--- src/rtl/oneshot_pkg.sv ---
package oneshot_pkg;
   localparam int unsigned ADDR_RUN      = 0;
   localparam int unsigned ADDR_LINK     = 1;
   localparam int unsigned ADDR_MODE     = 2;
   localparam int unsigned ADDR_CNT_BASE = 8;

   typedef enum logic [1:0] {
      CH_IDLE_OP = 2'd0,
      CH_SET_OP  = 2'd1,
      CH_UF_OP   = 2'd2,
      CH_CLR_OP  = 2'd3
   } ch_op_e;
endpackage

--- src/rtl/oneshot_chan.sv ---
module oneshot_chan #(
   parameter int CW = 16
) (
   input  logic          clk,
   input  logic          rst_n,
   input  logic          clr,
   input  logic          tick,
   input  logic          set,
   input  logic          load,
   input  logic [CW-1:0] load_val,
   output logic          run_o,
   output logic [CW-1:0] cnt_o
);
   import oneshot_pkg::*;

   logic          run_q;
   logic [CW-1:0] cnt_q;
   logic          at_zero;
   logic          uf;
   ch_op_e        op;

   assign at_zero = (cnt_q == '0);
   assign uf      = run_q & tick & at_zero;

   always_comb begin
      if (clr)      op = CH_CLR_OP;
      else if (set) op = CH_SET_OP;
      else if (uf)  op = CH_UF_OP;
      else          op = CH_IDLE_OP;
   end

   always_ff @(posedge clk or negedge rst_n) begin
      if (!rst_n) begin
         run_q <= 1'b0;
      end else begin
         unique case (op)
            CH_CLR_OP:  run_q <= 1'b0;
            CH_SET_OP:  run_q <= 1'b1;
            CH_UF_OP:   run_q <= 1'b0;
            default:    run_q <= run_q;
         endcase
      end
   end

   always_ff @(posedge clk or negedge rst_n) begin
      if (!rst_n) begin
         cnt_q <= '0;
      end else if (load && !run_q) begin
         cnt_q <= load_val;
      end else if (run_q && tick) begin
         cnt_q <= cnt_q - 1'b1;
      end
   end

   assign run_o = run_q;
   assign cnt_o = cnt_q;

   assert_uf_wrap_R4: assert property (@(posedge clk) disable iff (!rst_n)
      (run_q && tick && cnt_q == '0) |=> (cnt_q == {CW{1'b1}}));

   assert_uf_stop_R4: assert property (@(posedge clk) disable iff (!rst_n)
      (run_q && tick && cnt_q == '0 && !set && !clr) |=> !run_q);

   assert_dec_R3: assert property (@(posedge clk) disable iff (!rst_n)
      (run_q && tick && cnt_q != '0) |=> (cnt_q == $past(cnt_q) - 1'b1));

   assert_hold_R3: assert property (@(posedge clk) disable iff (!rst_n)
      (!tick && !(load && !run_q)) |=> $stable(cnt_q));

   assert_set_wins_R7: assert property (@(posedge clk) disable iff (!rst_n)
      (set && !clr) |=> run_q);

   assert_clear_R8: assert property (@(posedge clk) disable iff (!rst_n)
      clr |=> !run_q);

   assert_busy_load_R9: assert property (@(posedge clk) disable iff (!rst_n)
      (run_q && load && !tick) |=> $stable(cnt_q));
endmodule

--- src/rtl/oneshot_regs.sv ---
module oneshot_regs #(
   parameter int NCH = 8,
   parameter int CW  = 16,
   parameter int AW  = 4,
   parameter int DW  = 16
) (
   input  logic                    clk,
   input  logic                    rst_n,
   input  logic                    bus_we,
   input  logic [AW-1:0]           bus_addr,
   input  logic [DW-1:0]           bus_wdata,
   output logic [DW-1:0]           bus_rdata,
   input  logic [NCH-1:0]          run,
   input  logic [NCH-1:0][CW-1:0]  cnt,
   output logic [NCH-1:0]          sw_set,
   output logic [NCH-1:0]          load,
   output logic [CW-1:0]           load_val,
   output logic [NCH-1:0]          link_en,
   output logic                    offset_mode
);
   import oneshot_pkg::*;

   localparam logic [AW-1:0] A_RUN  = AW'(ADDR_RUN);
   localparam logic [AW-1:0] A_LINK = AW'(ADDR_LINK);
   localparam logic [AW-1:0] A_MODE = AW'(ADDR_MODE);

   logic [NCH-1:0] link_q;
   logic           mode_q;

   always_ff @(posedge clk or negedge rst_n) begin
      if (!rst_n) begin
         link_q <= '0;
         mode_q <= 1'b0;
      end else if (bus_we) begin
         if (bus_addr == A_LINK) link_q <= bus_wdata[NCH-1:0];
         if (bus_addr == A_MODE) mode_q <= bus_wdata[0];
      end
   end

   assign sw_set      = (bus_we && bus_addr == A_RUN) ? bus_wdata[NCH-1:0] : '0;
   assign load_val    = bus_wdata[CW-1:0];
   assign link_en     = link_q;
   assign offset_mode = mode_q;

   for (genvar i = 0; i < NCH; i++) begin : g_dec
      localparam logic [AW-1:0] A_CNT = AW'(ADDR_CNT_BASE + i);
      assign load[i] = bus_we && (bus_addr == A_CNT);
   end

   always_comb begin
      bus_rdata = '0;
      if (bus_addr == A_RUN)       bus_rdata = DW'(run);
      else if (bus_addr == A_LINK) bus_rdata = DW'(link_q);
      else if (bus_addr == A_MODE) bus_rdata = DW'(mode_q);
      else begin
         for (int i = 0; i < NCH; i++) begin
            if (bus_addr == AW'(ADDR_CNT_BASE + i)) bus_rdata = DW'(cnt[i]);
         end
      end
   end

   assert_link_rw_R10: assert property (@(posedge clk) disable iff (!rst_n)
      (bus_we && bus_addr == A_LINK) |=> (link_q == $past(bus_wdata[NCH-1:0])));

   assert_one_load_R9: assert property (@(posedge clk) disable iff (!rst_n)
      $onehot0(load));
endmodule

--- src/rtl/oneshot_unit.sv ---
module oneshot_unit #(
   parameter int NCH = 8,
   parameter int CW  = 16,
   parameter int AW  = 4,
   parameter int DW  = 16
) (
   input  logic           clk,
   input  logic           rst_n,
   input  logic           clr,
   input  logic           tick,
   input  logic [NCH-1:0] match,
   input  logic           bus_we,
   input  logic [AW-1:0]  bus_addr,
   input  logic [DW-1:0]  bus_wdata,
   output logic [DW-1:0]  bus_rdata,
   output logic [NCH-1:0] pulse
);
   import oneshot_pkg::*;

   initial begin
      assert (NCH >= 1 && NCH <= (2 ** AW) - ADDR_CNT_BASE)
         else $error("NCH does not fit the address map");
      assert (DW >= NCH && DW >= CW) else $error("DW too narrow");
   end

   logic [NCH-1:0]         run;
   logic [NCH-1:0][CW-1:0] cnt;
   logic [NCH-1:0]         sw_set;
   logic [NCH-1:0]         load;
   logic [CW-1:0]          load_val;
   logic [NCH-1:0]         link_en;
   logic                   offset_mode;
   logic [NCH-1:0]         hw_set;

   oneshot_regs #(.NCH(NCH), .CW(CW), .AW(AW), .DW(DW)) u_regs (
      .clk         (clk),
      .rst_n       (rst_n),
      .bus_we      (bus_we),
      .bus_addr    (bus_addr),
      .bus_wdata   (bus_wdata),
      .bus_rdata   (bus_rdata),
      .run         (run),
      .cnt         (cnt),
      .sw_set      (sw_set),
      .load        (load),
      .load_val    (load_val),
      .link_en     (link_en),
      .offset_mode (offset_mode)
   );

   assign hw_set = offset_mode ? (match & link_en) : '0;

   for (genvar i = 0; i < NCH; i++) begin : g_ch
      oneshot_chan #(.CW(CW)) u_ch (
         .clk      (clk),
         .rst_n    (rst_n),
         .clr      (clr),
         .tick     (tick),
         .set      (sw_set[i] | hw_set[i]),
         .load     (load[i]),
         .load_val (load_val),
         .run_o    (run[i]),
         .cnt_o    (cnt[i])
      );
   end

   assign pulse = run;

   assert_gated_trig_R6: assert property (@(posedge clk) disable iff (!rst_n)
      (offset_mode && (match & link_en) != '0 && !clr)
         |=> ((pulse & $past(match & link_en)) == $past(match & link_en)));

   assert_no_trig_R6: assert property (@(posedge clk) disable iff (!rst_n)
      (!offset_mode && sw_set == '0) |=> ((pulse & ~$past(pulse)) == '0));

   assert_std_clear_R8: assert property (@(posedge clk) disable iff (!rst_n)
      clr |=> (pulse == '0));
endmodule

--- config.mk ---
export PLATFORM = sky130hd
export DESIGN_NAME = oneshot_unit
export DESIGN_NICKNAME = d
export VERILOG_FILES = /design/src/rtl/oneshot_pkg.sv /design/src/rtl/oneshot_chan.sv /design/src/rtl/oneshot_regs.sv /design/src/rtl/oneshot_unit.sv
export SDC_FILE = /design/constraint.sdc
export NUM_CORES = 1
export LEC_CHECK = 0
export BUFFER_PORTS_ARGS = -buffer_cell sky130_fd_sc_hd__buf_2
export CAP_MARGIN = 20
export CORE_ASPECT_RATIO = 0.5
export CORE_MARGIN = 2
export CORE_UTILIZATION = 45
export CTS_CLUSTER_DIAMETER = 50
export DETAILED_ROUTE_END_ITERATION = 6
export REMOVE_ABC_BUFFERS = 1
export SLEW_MARGIN = 25
export SYNTH_ARGS = -nofsm -noshare
export SYNTH_HDL_FRONTEND = slang
export SYNTH_SLANG_ARGS = --single-unit
--- constraint.sdc ---
create_clock -name clk -period 2.8 [get_ports clk]
set_input_delay 0.42 -clock clk [delete_from_list [all_inputs] [get_ports clk]]
set_output_delay 0.42 -clock clk [all_outputs]
set_load 0.02 [all_outputs]
Word level (Yosys, flattened, before mapping) --
Index checks and enable logic that the tools add are counted.
Word-level totals: memory bits (read-only) 0, register bits 145, bits in latches 0, memory bits (writable) 0, output and inout port bits 24, memories 0, input bits 33
Operators by class: shift operators 0, bitwise operators 25, multipliers 0, $add $sub $neg 8, equal/unequal tests 34, muxes and demuxes 61, $lt $le $gt $ge 0, reductions and logical operators 68, divide/modulo/power cells 0
Operator list (count):
- $mux W16 | 27
- $logic_not A16 Y1 | 8
- $sub A16 B1 Y16 const B | 8
- $mux W2 | 24
- $eq A2 B2 Y1 const B | 16
- $eq A4 B4 Y1 const B | 8
- $reduce_bool A2 Y1 | 16
- $logic_and A1 B1 Y1 | 25
- $and A1 B1 Y1 | 16
- $eq A2 B1 Y1 const B | 8
- $mux W8 | 2
- $pmux W1 S2 | 8
- $reduce_or A2 Y1 | 8
- $and A8 B8 Y8 | 1
- $logic_not A1 Y1 | 8
- $or A1 B1 Y1 | 8
- $eq A4 B1 Y1 const B | 1
- $eq A4 B2 Y1 const B | 1
- $logic_not A4 Y1 | 1
- $reduce_and A2 Y1 | 2

Longest topological paths before layout --
Gate-level depths: netlist (run 1).
depth in word-level cells 12, mapped depth 8, depth with buffers taken out 6

Cells and area by module --
Synthesis (run 1) repeated with hierarchy kept, for this count alone.
Unflattened totals: cells, all modules 1111, area, all modules 9899.5 sq um
Modules (own cells, without submodules):
- oneshot_chan at g_ch[0].u_ch ... | cells an instance 109, area each 994.7 sq um, seq. area each 425.4 sq um, instances 5
- oneshot_chan at g_ch[5].u_ch ... | cells an instance 109, area each 960.9 sq um, seq. area each 425.4 sq um, instances 3
- oneshot_regs | cells an instance 230, area each 1961.9 sq um, seq. area each 225.2 sq um, instances 1
- oneshot_unit | cells an instance 9, area each 81.3 sq um, seq. area each 0.0 sq um, instances 1

Worst setup path after synthesis (run 1) --
Ideal clock, no wire load.
path kind input to output, from in bus_addr[0], to out bus_rdata[2], buffers on the path 4, stages on the path 6, data required time 2.380 ns, data arrival time 2.191 ns, slack 0.189 ns, cells stage by stage buf_2 -> buf_1 -> clkbuf_1 -> buf_1 -> mux2i_1 -> o22ai_1
On the way: longest elaborated chain between the ends 12
Ends and longest elaborated chain:
- start, declared | RTL line oneshot_unit.sv:13 | input logic [AW-1:0] bus_addr,
- $eq A4 B4 Y1 | RTL line oneshot_regs.sv:57 | if (bus_addr == AW'(ADDR_CNT_BASE + i)) bus_rdata = DW'(cnt[i]);
- $mux W16 (8 in series) | RTL line oneshot_regs.sv:57
- $mux W16 | RTL line oneshot_regs.sv:54 | else if (bus_addr == A_MODE) bus_rdata = DW'(mode_q);
- $mux W16 | RTL line oneshot_regs.sv:53 | else if (bus_addr == A_LINK) bus_rdata = DW'(link_q);
- $mux W16 * | RTL line oneshot_regs.sv:52 | if (bus_addr == A_RUN) bus_rdata = DW'(run);
- end, declared | RTL line oneshot_unit.sv:15 | output logic [DW-1:0] bus_rdata,
Mark *: on every way between the ends. The rest lies on a longest branch, timed or not.

Final worst setup path (run 1) --
from reg g_ch[7].u_ch.cnt_q[3], to reg g_ch[7].u_ch.cnt_q[14]
On the way: longest elaborated chain between the ends 3
Ends and longest elaborated chain:
- start, declared | RTL line oneshot_chan.sv:17 | logic [CW-1:0] cnt_q;
- start signal, assigned | RTL line oneshot_chan.sv:49 | cnt_q <= load_val;
- start signal, assigned | RTL line oneshot_chan.sv:51 | cnt_q <= cnt_q - 1'b1;
- $sub A16 B1 Y16 | RTL line oneshot_chan.sv:51
- $mux W16 | RTL line oneshot_chan.sv:50 | end else if (run_q && tick) begin
- $mux W16 | RTL line oneshot_chan.sv:48 | end else if (load && !run_q) begin
No other way between the ends. The select of a mux whose other input is x is not followed. A chain may end at the register's enable or synchronous reset.

==> results of run 1 <==
-- per-layer routing --
metal | vias up | part of all wire | track usage
met5 | - | 0 | 0
met4 | 0 | 0.022 | 0.0968
met3 | 60 | 0.10 | 0.0744
met2 | 510 | 0.43 | 0.458
met1 | 4615 | 0.45 | 0.474
li1 | 4172 | - | -
-- layout make-up --
cell class,count,area (µm²),share of cell area
clock buffer,25,505,0.0469
clock inverter,5,100,0.00929
inverter,23,86.3,0.00801
multi-input combinational,797,5410,0.502
sequential,145,3630,0.337
tap,273,342,0.0317
timing repair buffer,102,697,0.0647
-- logic make-up after synthesis --
family                   after synthesis
buffers and inverters                123
XOR/XNOR                              12
multiplexers                          49
AND/OR/NAND/NOR                      396
AO/OA/AOI/OAI                        324
adder cells (fa/ha/maj)               16
flip-flops                           145
-- where the power goes --
part           internal (W)  leakage (nW)  total [W]  switching (W)
sequential          0.00282          1.83    0.00406        0.00123
clock               0.00151         0.299    0.00241       0.000901
combinational       0.00129          2.08    0.00291        0.00162
-- cell usage after synthesis (16+ instances only) --
cell type    n
nor2_1      43
nor3_1      24
nor4_1      19
o211ai_1    84
mux2i_1     31
o311ai_0    47
nand3_1     50
inv_1       22
ha_1        16
nand2_1    121
a221o_1     24
clkbuf_1    75
or4_1       33
dfrtp_1    145
o21ai_0     48
or3_1       28
a21oi_1     40
-- cells in the final DEF, fill, tap and decap left out, drive strengths merged, types with 5 or more instances in the layout --
cell / netlist / final
or3: 30 / 30
a2bb2oi: 6 / 6
nand2: 121 / 121
o21ai: 48 / 48
and2: 7 / 7
o22ai: 9 / 9
o41ai: 9 / 9
nand3: 50 / 50
mux4: 8 / 8
a21oi: 40 / 40
nand4: 6 / 6
a32oi: 9 / 9
mux2i: 31 / 31
a211oi: 5 / 5
xor2: 8 / 8
nor3b: 5 / 5
nand2b: 14 / 14
nand3b: 7 / 7
inv: 22 / 22
a22oi: 8 / 8
nor2b: 5 / 5
nor2: 43 / 43
clkbuf: 76 / 25
nor4: 20 / 20
o211ai: 84 / 84
or2: 12 / 12
dfrtp: 145 / 145
buf: 24 / 101
nor3: 24 / 24
or4: 34 / 34
o311ai: 47 / 47
ha: 16 / 16
a221o: 24 / 24
mux2: 10 / 10
o31ai: 9 / 9
o31a: 5 / 5
-- final timing paths --
check | from | to | slack [ns]
min in group asynchronous | rst_n | g_ch[5].u_ch.cnt_o[8]$_DFFE_PN0P_ | 0.52
worst min register to register | u_regs.link_en[3]$_DFFE_PN0P_ | u_regs.link_en[3]$_DFFE_PN0P_ | 0.55
worst min-delay path | clr | g_ch[5].u_ch.run_o$_DFFE_PN0P_ | 0.28
worst max-delay path | g_ch[7].u_ch.cnt_o[3]$_DFFE_PN0P_ | g_ch[7].u_ch.cnt_o[14]$_DFFE_PN0P_ | 0.26
worst max register to register | g_ch[7].u_ch.cnt_o[3]$_DFFE_PN0P_ | g_ch[7].u_ch.cnt_o[14]$_DFFE_PN0P_ | 0.26
max in group asynchronous | rst_n | g_ch[2].u_ch.cnt_o[14]$_DFFE_PN0P_ | 1.85
-- repair_timing --
action,4_1_cts,5_1_grt
buffers inserted,0,0
hold buffers,1,0
hold endpoints to repair,8,0
-- critical path, stage by stage (launching register included) --
cell and delay (ns):
dfrtp_1 0.47, or4_1 0.72, or4_2 0.72, o311ai_0 0.34
o211ai_1 0.14
-- per-stage QoR --
step                      hold slack, ns  std cells
after global routing               0.274       1370
after global placement             0.455       1339
after detailed placement           0.459       1339
after CTS                          0.262       1370
after floorplan                    0.124        965
final                              0.281       1370
-- registers in the layout, summed over array words and instances (netlist names) --
| signal | flops |
|---|---|
| g_ch.u_ch.run_o | 8 |
| u_regs.offset_mode | 1 |
| u_regs.link_en | 8 |
| g_ch.u_ch.cnt_o | 128 |
==> results_dict.tcl, run 1 <==
set metrics [dict create \
    ys_types 66 \
    start_util 0.461 \
    rows 37 \
    tritoncts "done" \
    p_leak_nw 4.20 \
    port_buffers 56 \
    syn_area_per_cell_um2 8.94 \
    place_area_um2 10200 \
    cp_max_fo 8 \
    grt_pass1_vias 8563 \
    grt_util_all_layers 0.319 \
    p_total_w 0.00938 \
    route.detailed.drc 0 \
    peakVddDrop_mv 0.313 \
    slew_headroom 0.569 \
    clockRootBuffer "clkbuf_16" \
    grt_start_max_net_pins 78 \
    rsz0062_at_grt "false" \
    synthMuxAreaShare 0.0633 \
    fin_crit_ns 2.54 \
    gp_congestion 0.970 \
    vias_per_cell 6.83 \
    syn_area_um2 9520 \
    slew_viol_final 0 \
    yosys.area.top_type "dfrtp_1" \
    synthArstFlopShare 1.00 \
    hold_violations 0 \
    synth_area_leaders "dfrtp_1 (38%), o211ai_1 (6.6%), nand2_1 (4.8%)" \
    synth_xor_area_frac 0.0110 \
    timing.max_cap.violations 0 \
    die-area_um2 22400 \
    dp_slack_ns 0.326 \
    critPathCaptureType "flip-flop" \
    ff2ff_path_depth 4 \
    insertedDiodeCount 0 \
    synth_top_family_by_area "compound AO/OA/AOI/OAI gates" \
    fin_setup_tns_ns 0 \
    clock_skew_ns 0.00845 \
    fp.dieH_um 107 \
    start_kind "flip-flop" \
    first_pass_iters 5 \
    synth_compound_area_frac 0.250 \
    synth_cells 1065 \
    drive_gt1_frac 0.157 \
    yosysSeqAreaShare 0.381 \
    postRouteAntennaNets 0 \
    critPathArrivalTime_ns 2.84 \
    setup_viol 0 \
    fin_util 0.522 \
    io_pins 57 \
    routedWlPerCell_um 25.3 \
    cts_resized 0 \
    powerDensity_nw_per_um2 871 \
    die_width_um 210 \
    synth-simple-area-share 0.220 \
    overflow 0 \
    synth_seq_cells 145 \
    synthFlopType "dfrtp_1" \
    htreeDepth 4 \
    netlist.area_leader.share 0.381 \
    min_delay_path_depth 2 \
    cts_buffers 17 \
    finalCritPeriodShare 0.907 \
    dp_hpwl_mm 24.8 \
    synth_adder_area_share 0.0210 \
    worstMarginPinSlew_ns 0.638 \
    hold_class "input port to flip-flop" \
    cts_sinks 145 \
    cts.reportedPaths.clkPinSlew_ns 0.06 \
    layout_setup_ws_ns 0.261 \
    fill_cells 1910 \
    cp.required_ns 3.10 \
    max_freq_mhz 394 \
    synth-edff-count 0 \
    grt_first_pass_wirelength_mm 53.4 \
    outcome "complete, no violations" \
    routed_wl_mm 34.6 \
    fp.coreArea_um2 20600 \
    nets 1135 \
    cts.path.max_buffers 2 \
    yosysWarnings 0 \
    vias 9357 \
    critical_path_class "flip-flop to flip-flop" \
    clock_latency_ns 0.44 \
    grt_antenna_before_repair 0 \
    post-route-cell-area_um2 10800 \
    area_delta_synth_final_pct 13.1 \
    drt_iter0_drc 987 \
]
Power figures use the tool's default switching activity.
==> inputs of run 2 (changes only) <==
RECOVER_POWER = 50   (was not set)
REMOVE_ABC_BUFFERS = not set   (was 1)
==> results_dict.tcl, run 2 (synthesis results as in run 1) <==
set metrics [dict create \
    crit_buf_inv 1 \
    max_stage_delay_ns 0.53 \
    tritoncts "done" \
    cts.reportedPaths.clkPinSlew_ns 0.06 \
    cp_cell_sequence "mux2i_1 > o21ai_0 > a21oi_1 > o22ai_1 > buf_2" \
    max_freq_mhz 390 \
    r2r_end "g_ch[0].u_ch.cnt_o[14]$_DFFE_PN0P_" \
    postRouteAntennaNets 0 \
    vias 9481 \
    port_buffers 56 \
    fp.dieH_um 107 \
    rows 37 \
    r2r_start "g_ch[0].u_ch.cnt_o[0]$_DFFE_PN0P_" \
    grt_start_max_net_pins 61 \
    crit_family "compound AO/OA/AOI/OAI gates" \
    fin_setup_tns_ns 0 \
    fp.coreArea_um2 20600 \
    grt_pass1_vias 8623 \
    critPathCaptureType "output port" \
    timing.max_cap.violations 0 \
    dp_hpwl_mm 25.6 \
    p_leak_nw 4.17 \
    route.detailed.drc 0 \
    cts.path.max_buffers 2 \
    area_delta_synth_final_pct 12.5 \
    cp_max_fo 9 \
    rrSetupSlack_ns 0.31 \
    hold_violations 0 \
    routed_wl_mm 36.0 \
    drt_iter0_drc 1478 \
    outcome "complete, no violations" \
    rsz0062_at_grt "false" \
    die_width_um 210 \
    worstMarginPinSlew_ns 1.01 \
    final_cell_mix "dfrtp_1 (145), nand2_1 (121), o211ai_1 (84)" \
    grt_antenna_before_repair 0 \
    p_total_w 0.00942 \
    peakVddDrop_mv 0.364 \
    routedWlPerCell_um 26.2 \
    critPathArrivalTime_ns 2.14 \
    io_pins 57 \
    largest_register_ffs 128 \
    crit_end "bus_rdata[6]" \
    insertedDiodeCount 0 \
    cts_resized 0 \
    clockRootBuffer "clkbuf_16" \
    cts_sinks 145 \
    layout_commonest_cell "dfrtp_1" \
    crit_slowest_cell "dfrtp_1" \
    grt_first_pass_wirelength_mm 54.2 \
    clock_skew_ns 0.00777 \
    critical_path_class "flip-flop to output port" \
    ff2ff_path_depth 6 \
    finalCritPeriodShare 0.915 \
    worst_hold_slack_ns 0.283 \
    syn-num-nets 1114 \
    setup_viol 0 \
    fin_crit_ns 2.56 \
    drive_gt1_frac 0.156 \
    slew_headroom 0.327 \
    layout_setup_ws_ns 0.237 \
    fill_cells 1943 \
    start_util 0.461 \
    cts_buffers 17 \
    hold_class "input port to flip-flop" \
    hp-start "match[5]" \
    gp_congestion 0.979 \
    grt_util_all_layers 0.330 \
    vias_per_cell 6.90 \
    critical_path_depth 5 \
    start_kind "flip-flop" \
    dp_slack_ns 0.315 \
    first_pass_iters 5 \
    nets 1138 \
    slew_viol_final 0 \
    cp.required_ns 2.38 \
    htreeDepth 4 \
    powerDensity_nw_per_um2 878 \
    overflow 0 \
    crit_path_start "g_ch[2].u_ch.cnt_o[6]$_DFFE_PN0P_" \
    clock_latency_ns 0.45 \
    die-area_um2 22400 \
]
-- run 2: tightest hold or removal path, stage by stage --
cell and delay, ns:
buf_2 0.08, a32oi_1 0.08, a21oi_1 0.11
-- run 2: per-layer routing --
layer	share of wire	global-route usage	vias up
li1	-	-	4189
met1	0.44	0.476	4665
met2	0.42	0.475	535
met3	0.10	0.0806	92
met4	0.035	0.133	0
met5	0	0	-
-- run 2: worst min path at each step --
stage | cells after the start | slack (ns) | to
final | 3 | 0.28 | g_ch[5].u_ch.run_o$_DFFE_PN0P_
after CTS | 3 | 0.27 | g_ch[5].u_ch.run_o$_DFFE_PN0P_
after floorplan | 0 | 0.12 | g_ch[0].u_ch.cnt_o[0]$_DFFE_PN0P_
after global routing | 3 | 0.29 | g_ch[5].u_ch.run_o$_DFFE_PN0P_
after global placement | 1 | 0.36 | g_ch[1].u_ch.cnt_o[5]$_DFFE_PN0P_
after detailed placement | 1 | 0.36 | g_ch[1].u_ch.cnt_o[5]$_DFFE_PN0P_
-- run 2: power by group --
group          total (W)  switching (W)  internal (W)
logic            0.00297        0.00168       0.00129
clock network    0.00238       0.000946       0.00144
registers        0.00406        0.00124       0.00282
total            0.00942        0.00386       0.00555
-- run 2: final cells by class --
type                       instances  area (µm²)  share of cell area
sequential                       145        3630               0.339
clock inverter                    11         136              0.0127
tap                              273         342              0.0319
multi-input combinational        797        5420               0.506
clock buffer                      21         460              0.0430
timing repair buffer             105         647              0.0603
inverter                          23        86.3             0.00805
-- run 2: timing repair --
| item | CTS | global route |
|---|---|---|
| hold endpoints to repair | 36 | 0 |
| hold buffers | 1 | 0 |
| setup buffers | 0 | 0 |
-- run 2: stage by stage --
stage	instances	util	area [µm²]
5_1_grt	1375	0.519	10700
4_1_cts	1375	0.521	10800
3_5_place_dp	1342	0.492	10200
2_1_floorplan	1065	-	9520
6_report	1375	0.519	10700
3_3_place_gp	1342	0.492	10200
